==> src/rtl/flash_rd_pkg.sv <==
package flash_rd_pkg;

    localparam int FLASH_AW   = 20;
    localparam int LINE_W     = 128;
    localparam int BUS_W      = 32;
    localparam int WAIT_W     = 4;
    localparam int LINE_BYTES = LINE_W / 8;
    localparam int OFF_W      = $clog2(LINE_BYTES);
    localparam int WORDS      = LINE_W / BUS_W;

    typedef enum logic [1:0] {
        SZ_BYTE = 2'd0,
        SZ_HALF = 2'd1,
        SZ_WORD = 2'd2
    } acc_size_e;

    typedef enum logic {
        ST_IDLE  = 1'b0,
        ST_FETCH = 1'b1
    } fetch_st_e;

    // Align an aliased byte address down to the start of its line.
    function automatic logic [FLASH_AW-1:0] line_base(
        input logic [FLASH_AW-1:0] a,
        input logic                narrow
    );
        logic [FLASH_AW-1:0] m;
        m = narrow ? FLASH_AW'(LINE_BYTES / 2 - 1) : FLASH_AW'(LINE_BYTES - 1);
        return a & ~m;
    endfunction

    // Offset of the addressed byte within the current line.
    function automatic logic [OFF_W-1:0] line_off(
        input logic [FLASH_AW-1:0] a,
        input logic                narrow
    );
        logic [OFF_W-1:0] o;
        o = a[OFF_W-1:0];
        if (narrow) o[OFF_W-1] = 1'b0;
        return o;
    endfunction

endpackage

==> src/rtl/frd_wait_ctr.sv <==
module frd_wait_ctr
    import flash_rd_pkg::*;
#(
    parameter int CW = WAIT_W
) (
    input  logic          clk,
    input  logic          rst,
    input  logic          start,
    input  logic [CW-1:0] wait_val,
    output logic          busy,
    output logic          last
);
    fetch_st_e     st_q;
    logic [CW-1:0] cnt_q;

    always_ff @(posedge clk) begin
        if (rst) begin
            st_q  <= ST_IDLE;
            cnt_q <= '0;
        end else if (st_q == ST_IDLE) begin
            if (start) begin
                st_q  <= ST_FETCH;
                cnt_q <= wait_val;
            end
        end else if (cnt_q != '0) begin
            cnt_q <= cnt_q - 1'b1;
        end else begin
            st_q <= ST_IDLE;
        end
    end

    assign busy = (st_q == ST_FETCH);
    assign last = busy && (cnt_q == '0);
endmodule

==> src/rtl/frd_line_hold.sv <==
module frd_line_hold
    import flash_rd_pkg::*;
#(
    parameter int AW = FLASH_AW,
    parameter int LW = LINE_W
) (
    input  logic          clk,
    input  logic          rst,
    input  logic          flush,
    input  logic          capture,
    input  logic [AW-1:0] cap_base,
    input  logic [LW-1:0] cap_line,
    input  logic [AW-1:0] look_base,
    output logic          hit,
    output logic [LW-1:0] line_out
);
    logic          vld_q;
    logic [AW-1:0] base_q;
    logic [LW-1:0] data_q;

    always_ff @(posedge clk) begin
        if (rst) begin
            vld_q  <= 1'b0;
            base_q <= '0;
            data_q <= '0;
        end else begin
            if (flush)        vld_q <= 1'b0;
            else if (capture) vld_q <= 1'b1;
            if (capture) begin
                base_q <= cap_base;
                data_q <= cap_line;
            end
        end
    end

    assign hit      = vld_q && (base_q == look_base);
    assign line_out = data_q;
endmodule

==> src/rtl/frd_lane_mux.sv <==
module frd_lane_mux
    import flash_rd_pkg::*;
#(
    parameter int LW = LINE_W,
    parameter int BW = BUS_W
) (
    input  logic [LW-1:0]           src,
    input  logic [$clog2(LW/8)-1:0] off,
    input  logic [1:0]              size,
    output logic [BW-1:0]           data
);
    localparam int NW  = LW / BW;
    localparam int OW  = $clog2(LW / 8);
    localparam int BOW = $clog2(BW / 8);

    logic [BW-1:0] words [NW];
    logic [BW-1:0] w;

    genvar gi;
    generate
        for (gi = 0; gi < NW; gi++) begin : g_split
            assign words[gi] = src[gi*BW +: BW];
        end
    endgenerate

    always_comb begin
        w = words[off[OW-1:BOW]];
        unique case (size)
            SZ_BYTE: data = BW'(w[8*off[BOW-1:0] +: 8]);
            SZ_HALF: data = BW'(w[16*off[BOW-1] +: 16]);
            default: data = w;
        endcase
    end
endmodule

==> src/rtl/flash_rd_front.sv <==
module flash_rd_front
    import flash_rd_pkg::*;
(
    input  logic                clk,
    input  logic                rst,
    input  logic [WAIT_W-1:0]   cfg_wait,
    input  logic                cfg_narrow,
    input  logic                bus_req,
    input  logic [31:0]         bus_addr,
    input  logic [1:0]          bus_size,
    output logic                bus_rdy,
    output logic [BUS_W-1:0]    bus_rdata,
    output logic                arr_req,
    output logic [FLASH_AW-1:0] arr_addr,
    output logic                arr_wide,
    input  logic [LINE_W-1:0]   arr_rdata
);
    logic [WAIT_W-1:0]   wait_q;
    logic                narrow_q;
    logic                cfg_change;
    logic [FLASH_AW-1:0] alias_a;
    logic [FLASH_AW-1:0] look_base;
    logic [FLASH_AW-1:0] fetch_base_q;
    logic                hit, hit_ok, busy, last, start;
    logic [LINE_W-1:0]   held_line, src_line;

    always_ff @(posedge clk) begin
        if (rst) begin
            wait_q       <= '0;
            narrow_q     <= 1'b0;
            fetch_base_q <= '0;
        end else begin
            wait_q   <= cfg_wait;
            narrow_q <= cfg_narrow;
            if (start) fetch_base_q <= look_base;
        end
    end

    assign cfg_change = (cfg_wait != wait_q) || (cfg_narrow != narrow_q);
    assign alias_a    = bus_addr[FLASH_AW-1:0];
    assign look_base  = line_base(alias_a, cfg_narrow);
    assign hit_ok     = hit && !cfg_change;
    assign start      = bus_req && !busy && !hit_ok;

    frd_wait_ctr #(.CW(WAIT_W)) u_ctr (
        .clk      (clk),
        .rst      (rst),
        .start    (start),
        .wait_val (cfg_wait),
        .busy     (busy),
        .last     (last)
    );

    frd_line_hold #(.AW(FLASH_AW), .LW(LINE_W)) u_hold (
        .clk       (clk),
        .rst       (rst),
        .flush     (cfg_change),
        .capture   (last),
        .cap_base  (fetch_base_q),
        .cap_line  (arr_rdata),
        .look_base (look_base),
        .hit       (hit),
        .line_out  (held_line)
    );

    assign src_line = busy ? arr_rdata : held_line;

    frd_lane_mux #(.LW(LINE_W), .BW(BUS_W)) u_mux (
        .src  (src_line),
        .off  (line_off(alias_a, cfg_narrow)),
        .size (bus_size),
        .data (bus_rdata)
    );

    assign bus_rdy  = bus_req && (busy ? last : hit_ok);
    assign arr_req  = busy;
    assign arr_addr = fetch_base_q;
    assign arr_wide = !cfg_narrow;
endmodule

==> config.mk <==
export PLATFORM = sky130hd
export DESIGN_NAME = flash_rd_front
export DESIGN_NICKNAME = d
export VERILOG_FILES = /design/src/rtl/flash_rd_pkg.sv /design/src/rtl/frd_wait_ctr.sv /design/src/rtl/frd_line_hold.sv /design/src/rtl/frd_lane_mux.sv /design/src/rtl/flash_rd_front.sv
export SDC_FILE = /design/constraint.sdc
export NUM_CORES = 1
export LEC_CHECK = 0
export ABC_AREA = 0
export BUFFER_PORTS_ARGS = -buffer_cell sky130_fd_sc_hd__buf_2
export CAP_MARGIN = 0
export CORE_UTILIZATION = 30
export CTS_BUF_LIST = sky130_fd_sc_hd__clkbuf_8
export DETAILED_ROUTE_END_ITERATION = 8
export SLEW_MARGIN = 20
export SYNTH_ARGS = -nofsm -noshare
export SYNTH_HDL_FRONTEND = slang
export SYNTH_SLANG_ARGS = --single-unit
==> constraint.sdc <==
create_clock -name clk -period 2 [get_ports clk]
set_input_delay 0.2 -clock clk [delete_from_list [all_inputs] [get_ports clk]]
set_output_delay 0.2 -clock clk [all_outputs]
set_load 0.01 [all_outputs]
==> metrics <==
number of max-cap violations 0; Remaining Overflow, GRT 0; fmax about 0.38 GHz; register bit total from synthesis 173; Die Y 170.8 um; slowest CP cell mux4_2; Clk Latency, worst-skew pair 0.47 ns; Max Fanout on Critical Path 8; clk buf depth 2; final worst slack -0.6323 ns; FILL cells 2,638; Die Area 0.02916 mm^2; H-tree levels 4; most area-consuming cells after synthesis dfxtp_1 41%, mux4_2 17%, nand2_1 14%; maximum VDD drop about 0.0004 V; Post-layout nets roughly 1.6k; initial antenna violation count 15; Syn Area/Cell between 8 and 9 um^2; minimum clock period 2.632 ns; post-synthesis sequential area ratio 0.4053; status finished, violations left; RSZ-0062 raised after global routing true; WHS 0.03074 ns; # rows slightly above 60; HPWL Detailed 19.53 mm; Critical Path AT between 2 and 2.5 ns; fin crit share 1.316; hold path startpoint bus_addr[17]; CP max stage delay 0.51 ns; CTS sink count 173; first-pass GRT wire length about 46 mm; crit path kind reg -> out; area grow syn2layout 56.54%; Distinct cells, synth 37; worst r2r src wait_q[3]$_SDFF_PP0_; critical path's top delay family buffers and inverters; CP Launch Type flop; EDFF count, synth 0; Global Route Usage Sum 0.2041; yosys warns 0; clk slew on worst S/H paths 0.09 ns; most common cell in the netlist nand2_1; Gate Count Post-Synth 984; detailed-route via count 8,902; Via density between 4 and 5; top_reg_cell synth dfxtp_1; remaining antenna violation count 0; crit-path cells buf_8 -> buf_12 -> mux4_2 -> mux2i_1 -> buf_4 -> buf_6 -> o22ai_2 -> nand2_1 -> o21ai_1 -> buf_2; failing checks setup timing; HP Class in -> reg; Initial DRC Count about 780; total CTS buffers 17; Total Wirelength 30.31 mm; Synth area leader dfxtp_1; fraction of layout cells with a size suffix above 1 0.3511; Max Slew Vio Count 0; P per Cell Area 678.8 mW/mm^2; capture point of the worst reg-to-reg path u_ctr.cnt_q[1]$_SDFFE_PP0P_; Final Setup Violations 53; Worst slew margin 0.6154; 1st-pass router iterations 5; area of the core 0.02793 mm^2; crit end category primary output; WP data required between 1.5 and 2 ns; TritonCTS clock tree yes; Routed wire per std cell roughly 17 um; DRC violations left 0; worst hold path endpoint arr_addr[17]$_SDFFE_PP0P_; Root Buffer clkbuf_8; r2r setup slk -0.24 ns; num ports ~230; Synth top area share 0.4053; Final GP Congestion 0.8469; die width around 170 um; FFs w/ async S/R, synth 0; leak pwr 5.414 nW; Worst Hold Depth 3; synth cell count leaders 321 x nand2_1, 173 x dfxtp_1, 153 x a21oi_1; vias in the first global route 8,667; Hold Fails Final Rpt 0; largest net degree at the start of global routing 82; Worst Tran Pin Value 0.5769 ns; I/O Buffers roughly 210; CP bufs+invs 5; R2R cell count 7; Layout Skew approximately 0.022 ns; starting density of the core 0.3059; mapped cell area 0.008544 mm^2; final core occ 0.4788
through the flow:
stage                     worst slack, ns  area [um^2]  cells  setup TNS, ns  total power, mW
final                             -0.6323        13380   1792         -20.63            9.080
after global routing              -0.7382        13370   1789         -25.68            9.510
after CTS                         -0.6635        12890   1763         -17.73            8.945
after detailed placement          -0.3709        10620   1571         -4.145            5.791
after global placement            -0.3106        10620   1571         -3.897            5.754
after floorplan                   0.04964         8586    986              0            4.906
worst register-to-register path, delay by kind of cell, from the launching register on:
family | cells | cell delay [ns]
compound gates | 2 | 0.69
xor+xnor | 1 | 0.17
buf+inv | 2 | 0.29
flops | 1 | 0.34
simple gates | 2 | 0.65
area by class of cell:
| type | instances | area (um^2) | share of cell area |
|---|---|---|---|
| Inverter | 8 | 30.03 | 0.002245 |
| Sequential cell | 173 | 3477 | 0.2600 |
| Clock buffer | 18 | 247.7 | 0.01852 |
| Timing Repair Buffer | 470 | 3870 | 0.2893 |
| Multi-Input combinational cell | 724 | 5081 | 0.3799 |
| Clock inverter | 14 | 178.9 | 0.01338 |
| Antenna cell | 7 | 17.52 | 0.001310 |
| Tap cell | 378 | 473.0 | 0.03536 |
power by group:
group / leakage (nW) / internal (mW) / switching (mW) / total, mW
combinational: 3.78 / 1.37 / 1.21 / 2.58
clock: 0.224 / 1.30 / 1.45 / 2.76
sequential: 1.41 / 3.64 / 0.103 / 3.74
worst max path at each step:
stage | cells past startpoint | slack (ns) | to | from
2_1_floorplan | 7 | 0.05 | bus_rdata[7] | u_ctr.busy$_SDFF_PP0_
3_3_place_gp | 8 | -0.31 | bus_rdata[14] | u_ctr.busy$_SDFF_PP0_
3_5_place_dp | 8 | -0.37 | bus_rdata[14] | u_ctr.busy$_SDFF_PP0_
4_1_cts | 8 | -0.66 | bus_rdata[5] | u_ctr.busy$_SDFF_PP0_
5_1_grt | 10 | -0.74 | bus_rdata[12] | u_ctr.busy$_SDFF_PP0_
6_report | 10 | -0.63 | bus_rdata[12] | u_ctr.busy$_SDFF_PP0_
cells by family (layout without fill, tap and decap cells):
kind of cell | count (synthesis) | count (layout) | synth area share
compound gates | 189 | 189 | 0.1180
xor+xnor | 21 | 21 | 0.02153
fa+ha+maj | 2 | 2 | 0.002928
buf+inv | 89 | 510 | 0.04291
flops | 173 | 173 | 0.4053
mux | 113 | 113 | 0.2262
other cells | 1 | 10 | 0.0004389
simple gates | 396 | 396 | 0.1826
flip-flops by register name, indices dropped and copies added, names as in the netlist:
name,cells
u_hold.line_out,128
arr_addr,17
u_hold.base_q,17
u_ctr.cnt_q,4
wait_q,4
narrow_q,1
u_ctr.busy,1
u_hold.vld_q,1
per-layer routing:
layer,share of wire,wire [um],vias to the layer above,global-route usage
li1,-,-,4222,-
met1,0.41,12480,4213,0.2533
met2,0.47,14240,381,0.3288
met3,0.086,2616,70,0.06477
met4,0.029,869,16,0.07795
met5,0.0033,100,-,0
timing repair:
item                       in CTS  in global routing
setup endpoints to repair      54                 55
hold buffers                  141                  0
cloned                          3                  3
hold endpoints to repair      141                  0
buffers inserted               17                 23
pin swaps                      19                 25
gates resized for setup        58                 65
layout by cell type (no fill, tap or decap), types with 9 or more instances in the layout:
cell and count:
buf_6 25, dlygate4sd3_1 141, nor2_1 34, mux2i_1 37, nand2_2 10, clkbuf_8 18
dfxtp_1 164, mux4_2 64, buf_2 207, a21oi_1 150, buf_4 65, nor2b_1 9
nand2_1 309, buf_12 26, inv_1 9
(Power assumes the default switching activity.)
